### src/rtl/spi_fifo_pkg.sv
package spi_fifo_pkg;
  localparam int NCS = 3;
  localparam logic [3:0] ADDR_CTRL = 4'h0;
  localparam logic [3:0] ADDR_DATA = 4'h4;
  localparam logic [3:0] ADDR_DIV  = 4'h8;

  localparam int B_CPHA     = 2;
  localparam int B_CPOL     = 3;
  localparam int B_CLR_TX   = 4;
  localparam int B_CLR_RX   = 5;
  localparam int B_POL_ALL  = 6;
  localparam int B_RUN      = 7;
  localparam int B_IE_DONE  = 9;
  localparam int B_IE_RX    = 10;
  localparam int B_WIDE     = 13;
  localparam int B_DONE     = 16;
  localparam int B_RX_AVAIL = 17;
  localparam int B_TX_ROOM  = 18;
  localparam int B_RX_HIGH  = 19;
  localparam int B_RX_FULL  = 20;
  localparam int B_POL_LINE = 21;

  typedef struct packed {
    logic [NCS-1:0] pol_line;
    logic           wide;
    logic           ie_rx;
    logic           ie_done;
    logic           run;
    logic           pol_all;
    logic           cpol;
    logic           cpha;
    logic [1:0]     sel;
  } ctrl_t;
endpackage

### src/rtl/spi_fifo_buf.sv
module spi_fifo_buf #(
  parameter int W     = 9,
  parameter int DEPTH = 16,
  localparam int LW   = $clog2(DEPTH)
) (
  input  logic         clk_i,
  input  logic         rst_ni,
  input  logic         clr_i,
  input  logic         push_i,
  input  logic [W-1:0] din_i,
  input  logic         pop_i,
  output logic [W-1:0] dout_o,
  output logic         empty_o,
  output logic         full_o,
  output logic [LW:0]  level_o
);
  logic [W-1:0]  mem [DEPTH];
  logic [LW-1:0] wp_q, rp_q;
  logic [LW:0]   cnt_q;
  logic          do_push, do_pop;

  assign empty_o = (cnt_q == '0);
  assign full_o  = (cnt_q == (LW+1)'(DEPTH));
  assign level_o = cnt_q;
  assign dout_o  = mem[rp_q];
  assign do_push = push_i && !full_o && !clr_i;
  assign do_pop  = pop_i && !empty_o && !clr_i;

  always_ff @(posedge clk_i) begin
    if (do_push) mem[wp_q] <= din_i;
  end

  always_ff @(posedge clk_i or negedge rst_ni) begin
    if (!rst_ni) begin
      wp_q  <= '0;
      rp_q  <= '0;
      cnt_q <= '0;
    end else if (clr_i) begin
      wp_q  <= '0;
      rp_q  <= '0;
      cnt_q <= '0;
    end else begin
      if (do_push) wp_q <= (wp_q == LW'(DEPTH-1)) ? '0 : wp_q + 1'b1;
      if (do_pop)  rp_q <= (rp_q == LW'(DEPTH-1)) ? '0 : rp_q + 1'b1;
      case ({do_push, do_pop})
        2'b10:   cnt_q <= cnt_q + 1'b1;
        2'b01:   cnt_q <= cnt_q - 1'b1;
        default: cnt_q <= cnt_q;
      endcase
    end
  end
endmodule

### src/rtl/spi_shift_engine.sv
module spi_shift_engine #(
  parameter int HW = 16
) (
  input  logic          clk_i,
  input  logic          rst_ni,
  input  logic          start_i,
  input  logic [8:0]    word_i,
  input  logic          wide_i,
  input  logic          cpol_i,
  input  logic          cpha_i,
  input  logic [HW-1:0] half_i,
  input  logic          miso_i,
  output logic          busy_o,
  output logic          sclk_o,
  output logic          mosi_o,
  output logic          rx_valid_o,
  output logic [8:0]    rx_word_o
);
  logic [HW-1:0] tmr_q;
  logic [4:0]    edge_q;
  logic          sck_q;
  logic [8:0]    tx_sr, rx_sr;
  logic [4:0]    last_edge;
  logic [8:0]    rx_fin;

  assign last_edge = wide_i ? 5'd17 : 5'd15;
  assign sclk_o    = sck_q ^ cpol_i;
  assign mosi_o    = wide_i ? tx_sr[8] : tx_sr[7];
  // on the last trailing edge with CPHA=1 the final bit arrives this cycle
  assign rx_fin    = cpha_i ? {rx_sr[7:0], miso_i} : rx_sr;

  always_ff @(posedge clk_i or negedge rst_ni) begin
    if (!rst_ni) begin
      busy_o     <= 1'b0;
      tmr_q      <= '0;
      edge_q     <= '0;
      sck_q      <= 1'b0;
      tx_sr      <= '0;
      rx_sr      <= '0;
      rx_valid_o <= 1'b0;
      rx_word_o  <= '0;
    end else begin
      rx_valid_o <= 1'b0;
      if (!busy_o) begin
        if (start_i) begin
          busy_o <= 1'b1;
          tx_sr  <= word_i;
          rx_sr  <= '0;
          tmr_q  <= half_i - 1'b1;
          edge_q <= '0;
          sck_q  <= 1'b0;
        end
      end else if (tmr_q != '0) begin
        tmr_q <= tmr_q - 1'b1;
      end else begin
        tmr_q  <= half_i - 1'b1;
        sck_q  <= ~sck_q;
        edge_q <= edge_q + 1'b1;
        if (!sck_q) begin
          if (!cpha_i)             rx_sr <= {rx_sr[7:0], miso_i};
          else if (edge_q != '0)   tx_sr <= tx_sr << 1;
        end else begin
          if (cpha_i) rx_sr <= {rx_sr[7:0], miso_i};
          else        tx_sr <= tx_sr << 1;
          if (edge_q == last_edge) begin
            busy_o     <= 1'b0;
            rx_valid_o <= 1'b1;
            rx_word_o  <= wide_i ? rx_fin : {1'b0, rx_fin[7:0]};
          end
        end
      end
    end
  end
endmodule

### src/rtl/spi_fifo_master.sv
module spi_fifo_master
  import spi_fifo_pkg::*;
#(
  parameter int DEPTH = 16,
  parameter int DIV_W = 16,
  localparam int LW      = $clog2(DEPTH),
  localparam int RX_HIGH = DEPTH * 3 / 4
) (
  input  logic           clk_i,
  input  logic           rst_ni,
  input  logic [3:0]     addr_i,
  input  logic           wr_en_i,
  input  logic           rd_en_i,
  input  logic [31:0]    wdata_i,
  output logic [31:0]    rdata_o,
  output logic           sclk_o,
  output logic           mosi_o,
  input  logic           miso_i,
  output logic [NCS-1:0] cs_o,
  output logic           irq_o
);
  ctrl_t            ctrl_q;
  logic [DIV_W-1:0] div_q, half;
  logic             wr_ctrl, clr_tx, clr_rx, tx_push, rx_pop, start;
  logic [8:0]       tx_dout, rx_dout, rx_word;
  logic             tx_empty, tx_full, rx_empty, rx_full, rx_valid;
  logic [LW:0]      tx_level, rx_level;
  logic             eng_busy, done, rx_high, cs_on;
  logic [NCS-1:0]   pol_vec;
  logic             unused_bits;

  assign wr_ctrl = wr_en_i && (addr_i == ADDR_CTRL);
  assign clr_tx  = wr_ctrl && wdata_i[B_CLR_TX];
  assign clr_rx  = wr_ctrl && wdata_i[B_CLR_RX];
  assign tx_push = wr_en_i && (addr_i == ADDR_DATA);
  assign rx_pop  = rd_en_i && (addr_i == ADDR_DATA);
  assign unused_bits = ^{wdata_i[31:24], wdata_i[20:14], wdata_i[12:11], wdata_i[8],
                         wdata_i[5:4], tx_level};

  always_ff @(posedge clk_i or negedge rst_ni) begin
    if (!rst_ni) begin
      ctrl_q <= '0;
      div_q  <= '0;
    end else if (wr_ctrl) begin
      ctrl_q.sel      <= wdata_i[1:0];
      ctrl_q.cpha     <= wdata_i[B_CPHA];
      ctrl_q.cpol     <= wdata_i[B_CPOL];
      ctrl_q.pol_all  <= wdata_i[B_POL_ALL];
      ctrl_q.run      <= wdata_i[B_RUN];
      ctrl_q.ie_done  <= wdata_i[B_IE_DONE];
      ctrl_q.ie_rx    <= wdata_i[B_IE_RX];
      ctrl_q.wide     <= wdata_i[B_WIDE];
      ctrl_q.pol_line <= wdata_i[B_POL_LINE +: NCS];
    end else if (wr_en_i && addr_i == ADDR_DIV) begin
      div_q <= wdata_i[DIV_W-1:0];
    end
  end

  // divider 0 means the full 2^DIV_W range
  always_comb begin
    if (div_q == '0)                    half = DIV_W'(1) << (DIV_W - 1);
    else if (div_q[DIV_W-1:1] == '0)    half = DIV_W'(1);
    else                                half = {1'b0, div_q[DIV_W-1:1]};
  end

  assign start   = ctrl_q.run && !tx_empty && !eng_busy;
  assign done    = ctrl_q.run && tx_empty && !eng_busy;
  assign rx_high = (rx_level >= (LW+1)'(RX_HIGH));
  assign irq_o   = (ctrl_q.ie_done && done) || (ctrl_q.ie_rx && rx_high);
  assign cs_on   = ctrl_q.run || eng_busy;
  assign pol_vec = ctrl_q.pol_line | {NCS{ctrl_q.pol_all}};

  for (genvar i = 0; i < NCS; i++) begin : g_cs
    assign cs_o[i] = (cs_on && ctrl_q.sel == 2'(i)) ? pol_vec[i] : ~pol_vec[i];
  end

  spi_fifo_buf #(.W(9), .DEPTH(DEPTH)) tx_fifo_i (
    .clk_i, .rst_ni, .clr_i(clr_tx), .push_i(tx_push), .din_i(wdata_i[8:0]),
    .pop_i(start), .dout_o(tx_dout), .empty_o(tx_empty), .full_o(tx_full),
    .level_o(tx_level)
  );

  spi_fifo_buf #(.W(9), .DEPTH(DEPTH)) rx_fifo_i (
    .clk_i, .rst_ni, .clr_i(clr_rx), .push_i(rx_valid), .din_i(rx_word),
    .pop_i(rx_pop), .dout_o(rx_dout), .empty_o(rx_empty), .full_o(rx_full),
    .level_o(rx_level)
  );

  spi_shift_engine #(.HW(DIV_W)) eng_i (
    .clk_i, .rst_ni, .start_i(start), .word_i(tx_dout), .wide_i(ctrl_q.wide),
    .cpol_i(ctrl_q.cpol), .cpha_i(ctrl_q.cpha), .half_i(half), .miso_i,
    .busy_o(eng_busy), .sclk_o, .mosi_o, .rx_valid_o(rx_valid), .rx_word_o(rx_word)
  );

  always_comb begin
    rdata_o = '0;
    unique case (addr_i)
      ADDR_CTRL: begin
        rdata_o[1:0]                = ctrl_q.sel;
        rdata_o[B_CPHA]             = ctrl_q.cpha;
        rdata_o[B_CPOL]             = ctrl_q.cpol;
        rdata_o[B_POL_ALL]          = ctrl_q.pol_all;
        rdata_o[B_RUN]              = ctrl_q.run;
        rdata_o[B_IE_DONE]          = ctrl_q.ie_done;
        rdata_o[B_IE_RX]            = ctrl_q.ie_rx;
        rdata_o[B_WIDE]             = ctrl_q.wide;
        rdata_o[B_DONE]             = done;
        rdata_o[B_RX_AVAIL]         = !rx_empty;
        rdata_o[B_TX_ROOM]          = !tx_full;
        rdata_o[B_RX_HIGH]          = rx_high;
        rdata_o[B_RX_FULL]          = rx_full;
        rdata_o[B_POL_LINE +: NCS]  = ctrl_q.pol_line;
      end
      ADDR_DATA: if (!rx_empty) rdata_o[8:0] = rx_dout;
      ADDR_DIV:  rdata_o[DIV_W-1:0] = div_q;
      default:   rdata_o = '0;
    endcase
  end
endmodule

### config.mk
export PLATFORM = sky130hd
export DESIGN_NAME = spi_fifo_master
export DESIGN_NICKNAME = d
export VERILOG_FILES = /design/src/rtl/spi_fifo_pkg.sv /design/src/rtl/spi_fifo_buf.sv /design/src/rtl/spi_shift_engine.sv /design/src/rtl/spi_fifo_master.sv
export SDC_FILE = /design/constraint.sdc
export NUM_CORES = 1
export LEC_CHECK = 0
export ABC_AREA = 0
export BUFFER_PORTS_ARGS = -buffer_cell sky130_fd_sc_hd__buf_2
export CORE_ASPECT_RATIO = 0.8
export CORE_MARGIN = 2
export CORE_UTILIZATION = 58
export CTS_BUF_LIST = sky130_fd_sc_hd__clkbuf_4
export CTS_CLUSTER_DIAMETER = 40
export DETAILED_ROUTE_END_ITERATION = 12
export PLACE_DENSITY = 0.86
export SETUP_SLACK_MARGIN = 0.15
export SYNTH_ARGS = -nofsm -noshare
export SYNTH_HDL_FRONTEND = slang
export SYNTH_SLANG_ARGS = --single-unit
### constraint.sdc
create_clock -name clk_i -period 4 [get_ports clk_i]
set_clock_uncertainty 0.1 [all_clocks]
set_input_delay 1.2 -clock clk_i [delete_from_list [all_inputs] [get_ports clk_i]]
set_output_delay 1.2 -clock clk_i [all_outputs]
set_load 0.05 [all_outputs]
# ---- After elaboration in Yosys (flattened, before gate mapping)
# Memories as Yosys holds them, arrays and structs flattened.
# Index checks and enable logic that the tools add are counted.
dict set report word_totals {
  memories 2
  register_bits 105
  ram_bits 288
}
# memory words word_bits read_ports rd_clocked_by_memory_dff write_ports line_no
set memory_table {}
lappend memory_table {rx_fifo_i.mem 16 9 1 0 1 spi_fifo_buf.sv:17} ;# logic [W-1:0] mem [DEPTH];
lappend memory_table {tx_fifo_i.mem 16 9 1 0 1 spi_fifo_buf.sv:17}
dict set report op_classes {
  bitwise 8
  reduce_logical 52
  magnitude_cmp 1
  eq_ne 20
  muxes 69
  add_sub_neg 11
}
# cell count
set ops {}
lappend ops {{2-to-1 mux 9 bit} 15}
lappend ops {{2-to-1 mux 16 bit} 4}
lappend ops {{2-to-1 mux 4 bit} 12}
lappend ops {{subtractor 16 x 1 -> 16 bit, second input constant} 2}
lappend ops {{2-to-1 mux 5 bit} 6}
lappend ops {{logical AND 1 bit} 23}
lappend ops {{== test 4 bit, second input constant} 5}
lappend ops {{2-to-1 mux 1 bit} 20}
lappend ops {{one-hot mux 5 bit (2 select lines)} 2}
lappend ops {{adder 4 x 1 -> 4 bit, second input constant} 4}
lappend ops {{zero test 16 bit} 1}
lappend ops {{nonzero test 16 bit} 1}
lappend ops {{adder 5 x 1 -> 5 bit, second input constant} 3}
lappend ops {{zero test 15 bit} 1}
lappend ops {{2-to-1 mux 15 bit} 1}
lappend ops {{!= test 3 bit, second input constant} 4}
lappend ops {{one-hot mux 4 bit (3 select lines)} 1}
lappend ops {{== test 5 bit, second input constant} 2}
lappend ops {{zero test 5 bit} 2}
lappend ops {{nonzero test 2 bit} 5}
lappend ops {{subtractor 5 x 1 -> 5 bit, second input constant} 2}
lappend ops {{2-to-1 mux 8 bit} 1}
lappend ops {{one-hot mux 2 bit (2 select lines)} 2}
lappend ops {{zero test 1 bit} 7}
lappend ops {{21 further kinds} 35}

# ---- Logic depth before layout (Yosys ltp)
dict set report logic_depth {
  ltp_word 9
  mapped_depth 12
  ltp_nobuf 11
}

# ---- Hierarchy
# A second synthesis with hierarchy kept.
dict set report unflattened {
  hier_cells 1196
  hier_area_um2 17753.3
}
# mod cells_per_inst n_inst area_each_um2 seq_area_each_um2
set by_module_without_submodules {}
lappend by_module_without_submodules {{spi_fifo_buf (tx_fifo_i)} 388 1 6541.3 4649.5}
lappend by_module_without_submodules {{spi_fifo_buf (rx_fifo_i)} 385 1 6521.3 4649.5}
lappend by_module_without_submodules {spi_shift_engine 273 1 2999.1 1276.2}
lappend by_module_without_submodules {spi_fifo_master 150 1 1691.6 700.7}

# ---- Worst setup path after synthesis
# Ideal clock, no wire load.
dict set report synth_path {
  kind {input -> output}
  from {in addr_i[3]}
  to {out rdata_o[0]}
  slack_ns -0.818
  arrival_ns 3.518
  required_ns 2.700
  path_stages 4
  n_path_buf 0
  path_cell_list {nor4b_1 a21boi_0 nand2_1 o21ai_0}
}
dict set report synth_between {
  elab_chain_len 2
  word_cells_on_any_way 4
  classes_between {2 x eq/ne; 1 x mux; 1 x reduce/logical}
}
# element line_no
set synth_lines {}
lappend synth_lines {{start: declaration} spi_fifo_master.sv:11} ;# input logic [3:0] addr_i,
lappend synth_lines {{== test 4 bit, or another cell as far along} spi_fifo_master.sv:97} ;# unique case (addr_i)
lappend synth_lines {{one-hot mux 4 bit (3 select lines) (*)} spi_fifo_master.sv:97}
lappend synth_lines {{end: declaration} spi_fifo_master.sv:15} ;# output logic [31:0] rdata_o,
# Mark *: on every way between the ends. The rest lies on a longest branch, timed or not.

# ---- Worst setup path after layout
dict set report layout_path {
  from {reg rx_fifo_i.rp_q[0]}
  to {out rdata_o[6]}
}
dict set report layout_between {
  elab_chain_len 3
}
# element line_no
set layout_lines {}
lappend layout_lines {{start: declaration} spi_fifo_buf.sv:18} ;# logic [LW-1:0] wp_q, rp_q;
lappend layout_lines {{start signal: assignment} spi_fifo_buf.sv:44} ;# if (do_pop) rp_q <= (rp_q == LW'(DEPTH-1)) ? '0 : rp_q + 1'b1;
lappend layout_lines {{memory (16 x 9 bit)} -}
lappend layout_lines {{2-to-1 mux 9 bit} spi_fifo_master.sv:114} ;# ADDR_DATA: if (!rx_empty) rdata_o[8:0] = rx_dout;
lappend layout_lines {{one-hot mux 2 bit (3 select lines)} spi_fifo_master.sv:97}
# No other way between the ends.

==> key figures <==
Drt
  • Drt initial violations: 1426
  • Initial DRT Pass Iterations: 8
  • DR vias: 11354
  • Drt wl/cell: 24.3 µm
  • ANT nets after route: 0
  • Number of remaining DRC errors: 0
  • Via-to-Cell Ratio: 6.48
  • WL final: 42.6 mm

Floorplan
  • Row cnt: 56
  • CORE AREA: 0.0293 mm²
  • DIE AREA: 0.0311 mm²
  • Die X: 197 µm
  • Die height: 158 µm
  • Initial Utilization: 0.588
  • Top Ports: 79

Finish
  • Area Overhead vs Synth: 15.5%
  • Fin nets: 1364
  • Design Area, Final: 0.0199 mm²
  • Most frequent cells in the layout: edfxtp_1, clkbuf_4, dfrtp_1
  • Fin cells: 1752
  • Commonest non-fill, non-tap cell in the layout: edfxtp_1
  • Share of layout cells above drive strength 1: 0.304

Placed design
  • Number of buffers added on ports: 57
  • Dpl ws: -133 ps
  • RD Place Congestion: 0.879
  • Post-DP Area: 0.0183 mm²
  • # placed instances: 1570
  • Post-detail-place hpwl: 26.8 mm

Outcome
  • Outcome: complete, but fails checks
  • Violated checks: negative setup slack

Worst setup path
  • Worst setup EP type: primary output
  • Crit-path max FO: 8
  • Cells on worst reg2reg path: 11
  • Critical Path Start Type: register
  • R2R Setup Slk: 700 ps
  • Worst EP required: 2700 ps
  • Worst R2R End: tx_fifo_i.level_o[4]$_DFFE_PN0P_
  • Crit path kind: reg2out
  • R2r startpoint: tx_fifo_i.level_o[0]$_DFFE_PN0P_
  • Critical path arrival: 3060 ps

STA
  • Final Hold Viols: 0
  • Min Tclk post-route: 4360 ps
  • Slew Viols, Final: 0
  • Fmax: 229 MHz
  • Slack of the critical path: -364 ps
  • Final setup viols: 9
  • Max_slew headroom: 0.211
  • Tightest Pin Transition: 1170 ps
  • Period utilization: 1.09
  • RSZ-0062 raised after global routing: true

Yosys
  • Syn Inst Count: 1135
  • Mapped Area: 0.0172 mm²
  • Average size of a mapped cell: 15.2 µm²
  • Synth cell types: 77
  • Post-synthesis sequential area ratio: 0.655
  • Synthesis-stage register bit count: 393
  • Main synth FF type: edfxtp_1
  • Post-synth EDFFs: 288
  • Async S/R FF share, synth: 0.267
  • Synth warn: 0

Worst hold path
  • Hold_sp: eng_i.tmr_q[15]$_DFFE_PN0P_
  • Hold EP: eng_i.tmr_q[15]$_DFFE_PN0P_
  • Hold path depth: 1
  • HP Class: reg2reg

Power and ir drop
  • Maximum vdd ir drop: 0.000348 V
  • Pwr Total: 11.6 mW
  • PD cells: 586 mW/mm²
  • Leakage: 7.59 nW

Clock network
  • Clock latency on the worst-skew pair: 770 ps
  • Clock sinks: 393
  • Clock tree buffer depth: 3
  • Clock slew at reported path FFs: 70 ps
  • TritonCTS Buffers: 93
  • H-tree levels: 3
  • Clock Tree Root: clkbuf_4
  • TritonCTS clock tree: yes

Global routing
  • First-pass GRT wire length: 63.5 mm
  • Grt ovf: 0
  • Global-route usage over all layers: 0.276
  • Number of global-route vias before repair: 11118
  • Largest net degree at the start of global routing: 61
  • Initial antenna violation count: 1

Flow run
  • Maxcap violations: 0
## cells by family after synthesis
group / after synthesis / synth area share
mux: 157 / 0.136
other cells: 1 / 0.000218
compound gates: 195 / 0.0802
flops: 393 / 0.655
buf+inv: 91 / 0.0227
simple gates: 250 / 0.0758
xor+xnor: 25 / 0.0132
fa+ha+maj: 23 / 0.0176
## per-layer routing
metal | up-vias | global-route usage | routed length (µm)
met5 | - | 0 | 0
met1 | 5654 | 0.367 | 16000
met4 | 0 | 0.120 | 1520
met3 | 130 | 0.0848 | 5050
li1 | 4815 | - | -
met2 | 755 | 0.427 | 20000
## synth_stat cells (6+ instances only)
cell type	n	area, µm²
edfxtp_1	288	8650
dfrtp_1	105	2630
nor2_1	60	225
mux2i_1	57	571
nand2_1	55	206
mux4_2	54	1220
o21ai_0	41	205
mux2_2	38	428
clkbuf_1	36	135
inv_1	31	116
a21oi_1	29	145
nand3_1	23	115
ha_1	21	263
nor3_1	21	105
o211ai_1	20	150
a22o_1	18	158
a22oi_1	17	128
and2_1	15	93.8
xnor2_1	12	105
xor2_1	12	105
nor4_1	11	68.8
a21o_1	10	75.1
buf_4	10	75.1
nor2b_1	10	62.6
buf_2	9	45.0
mux2_4	8	120
nand4_1	7	43.8
or3_1	7	43.8
or4_1	7	52.6
a222oi_1	6	60.1
## critical path, stage by stage, from the launching register on
cell and delay [ps]:
dfrtp_2 390, buf_12 140, mux4_2 500, mux2_4 310
a222oi_1 600, o21ai_4 160, buf_8 200
## final cells by class
type                            count  area, µm²
Timing Repair Buffer              123        981
Clock inverter                     22        173
Tap cell                          377        472
Antenna cell                        1       2.50
Clock buffer                      147       1100
Inverter                           31        116
Multi-Input combinational cell    658       5750
Sequential cell                   393      11300
Fill cell                        1816       9410
## per-stage QoR
step	hold WS, ps	TNS, ps	util
2_1_floorplan	342	-104	-
3_3_place_gp	362	-336	0.625
3_5_place_dp	367	-738	0.625
4_1_cts	379	-2200	0.676
5_1_grt	398	-3040	0.679
6_report	381	-2430	0.679
## state kept, by name (all words and copies together) (netlist names)
| register | cells |
|---|---|
| rx_fifo_i.mem | 144 |
| tx_fifo_i.mem | 144 |
| div_q | 16 |
| eng_i.tmr_q | 16 |
| ctrl_q | 12 |
| eng_i.rx_sr | 9 |
| eng_i.rx_word_o | 9 |
| eng_i.tx_sr | 9 |
| eng_i.edge_q | 5 |
| rx_fifo_i.level_o | 5 |
| tx_fifo_i.level_o | 5 |
| rx_fifo_i.rp_q | 4 |
| rx_fifo_i.wp_q | 4 |
| tx_fifo_i.rp_q | 4 |
| tx_fifo_i.wp_q | 4 |
| eng_i.busy_o | 1 |
| eng_i.rx_valid_o | 1 |
| eng_i.sck_q | 1 |
## power breakdown
group	internal [mW]	switching (mW)	leakage, nW	total [mW]
clock	1.86	1.58	0.759	3.44
combinational	1.44	1.52	2.81	2.96
sequential	4.65	0.598	4.02	5.24
## how the worst max path moves through the flow
stage,start,end,slack (ps),cells after the start
after CTS,rx_fifo_i.rp_q[0]$_DFFE_PN0P_,rdata_o[3],-330,6
after detailed placement,addr_i[3],rdata_o[7],-130,7
after global routing,rx_fifo_i.rp_q[0]$_DFFE_PN0P_,rdata_o[6],-430,6
after global placement,addr_i[3],rdata_o[6],-60,7
final,rx_fifo_i.rp_q[0]$_DFFE_PN0P_,rdata_o[6],-360,6
after floorplan,addr_i[3],rdata_o[17],-50,4
## repair_timing
action | CTS | global route
resized for setup | 34 | 13
buffers inserted | 4 | 6
hold buffers | 0 | 0
pin swaps | 12 | 4
endpoints found under the setup margin | 15 | 13
gates cloned | 2 | 0
Note: power is estimated with default switching activity, not from simulation.
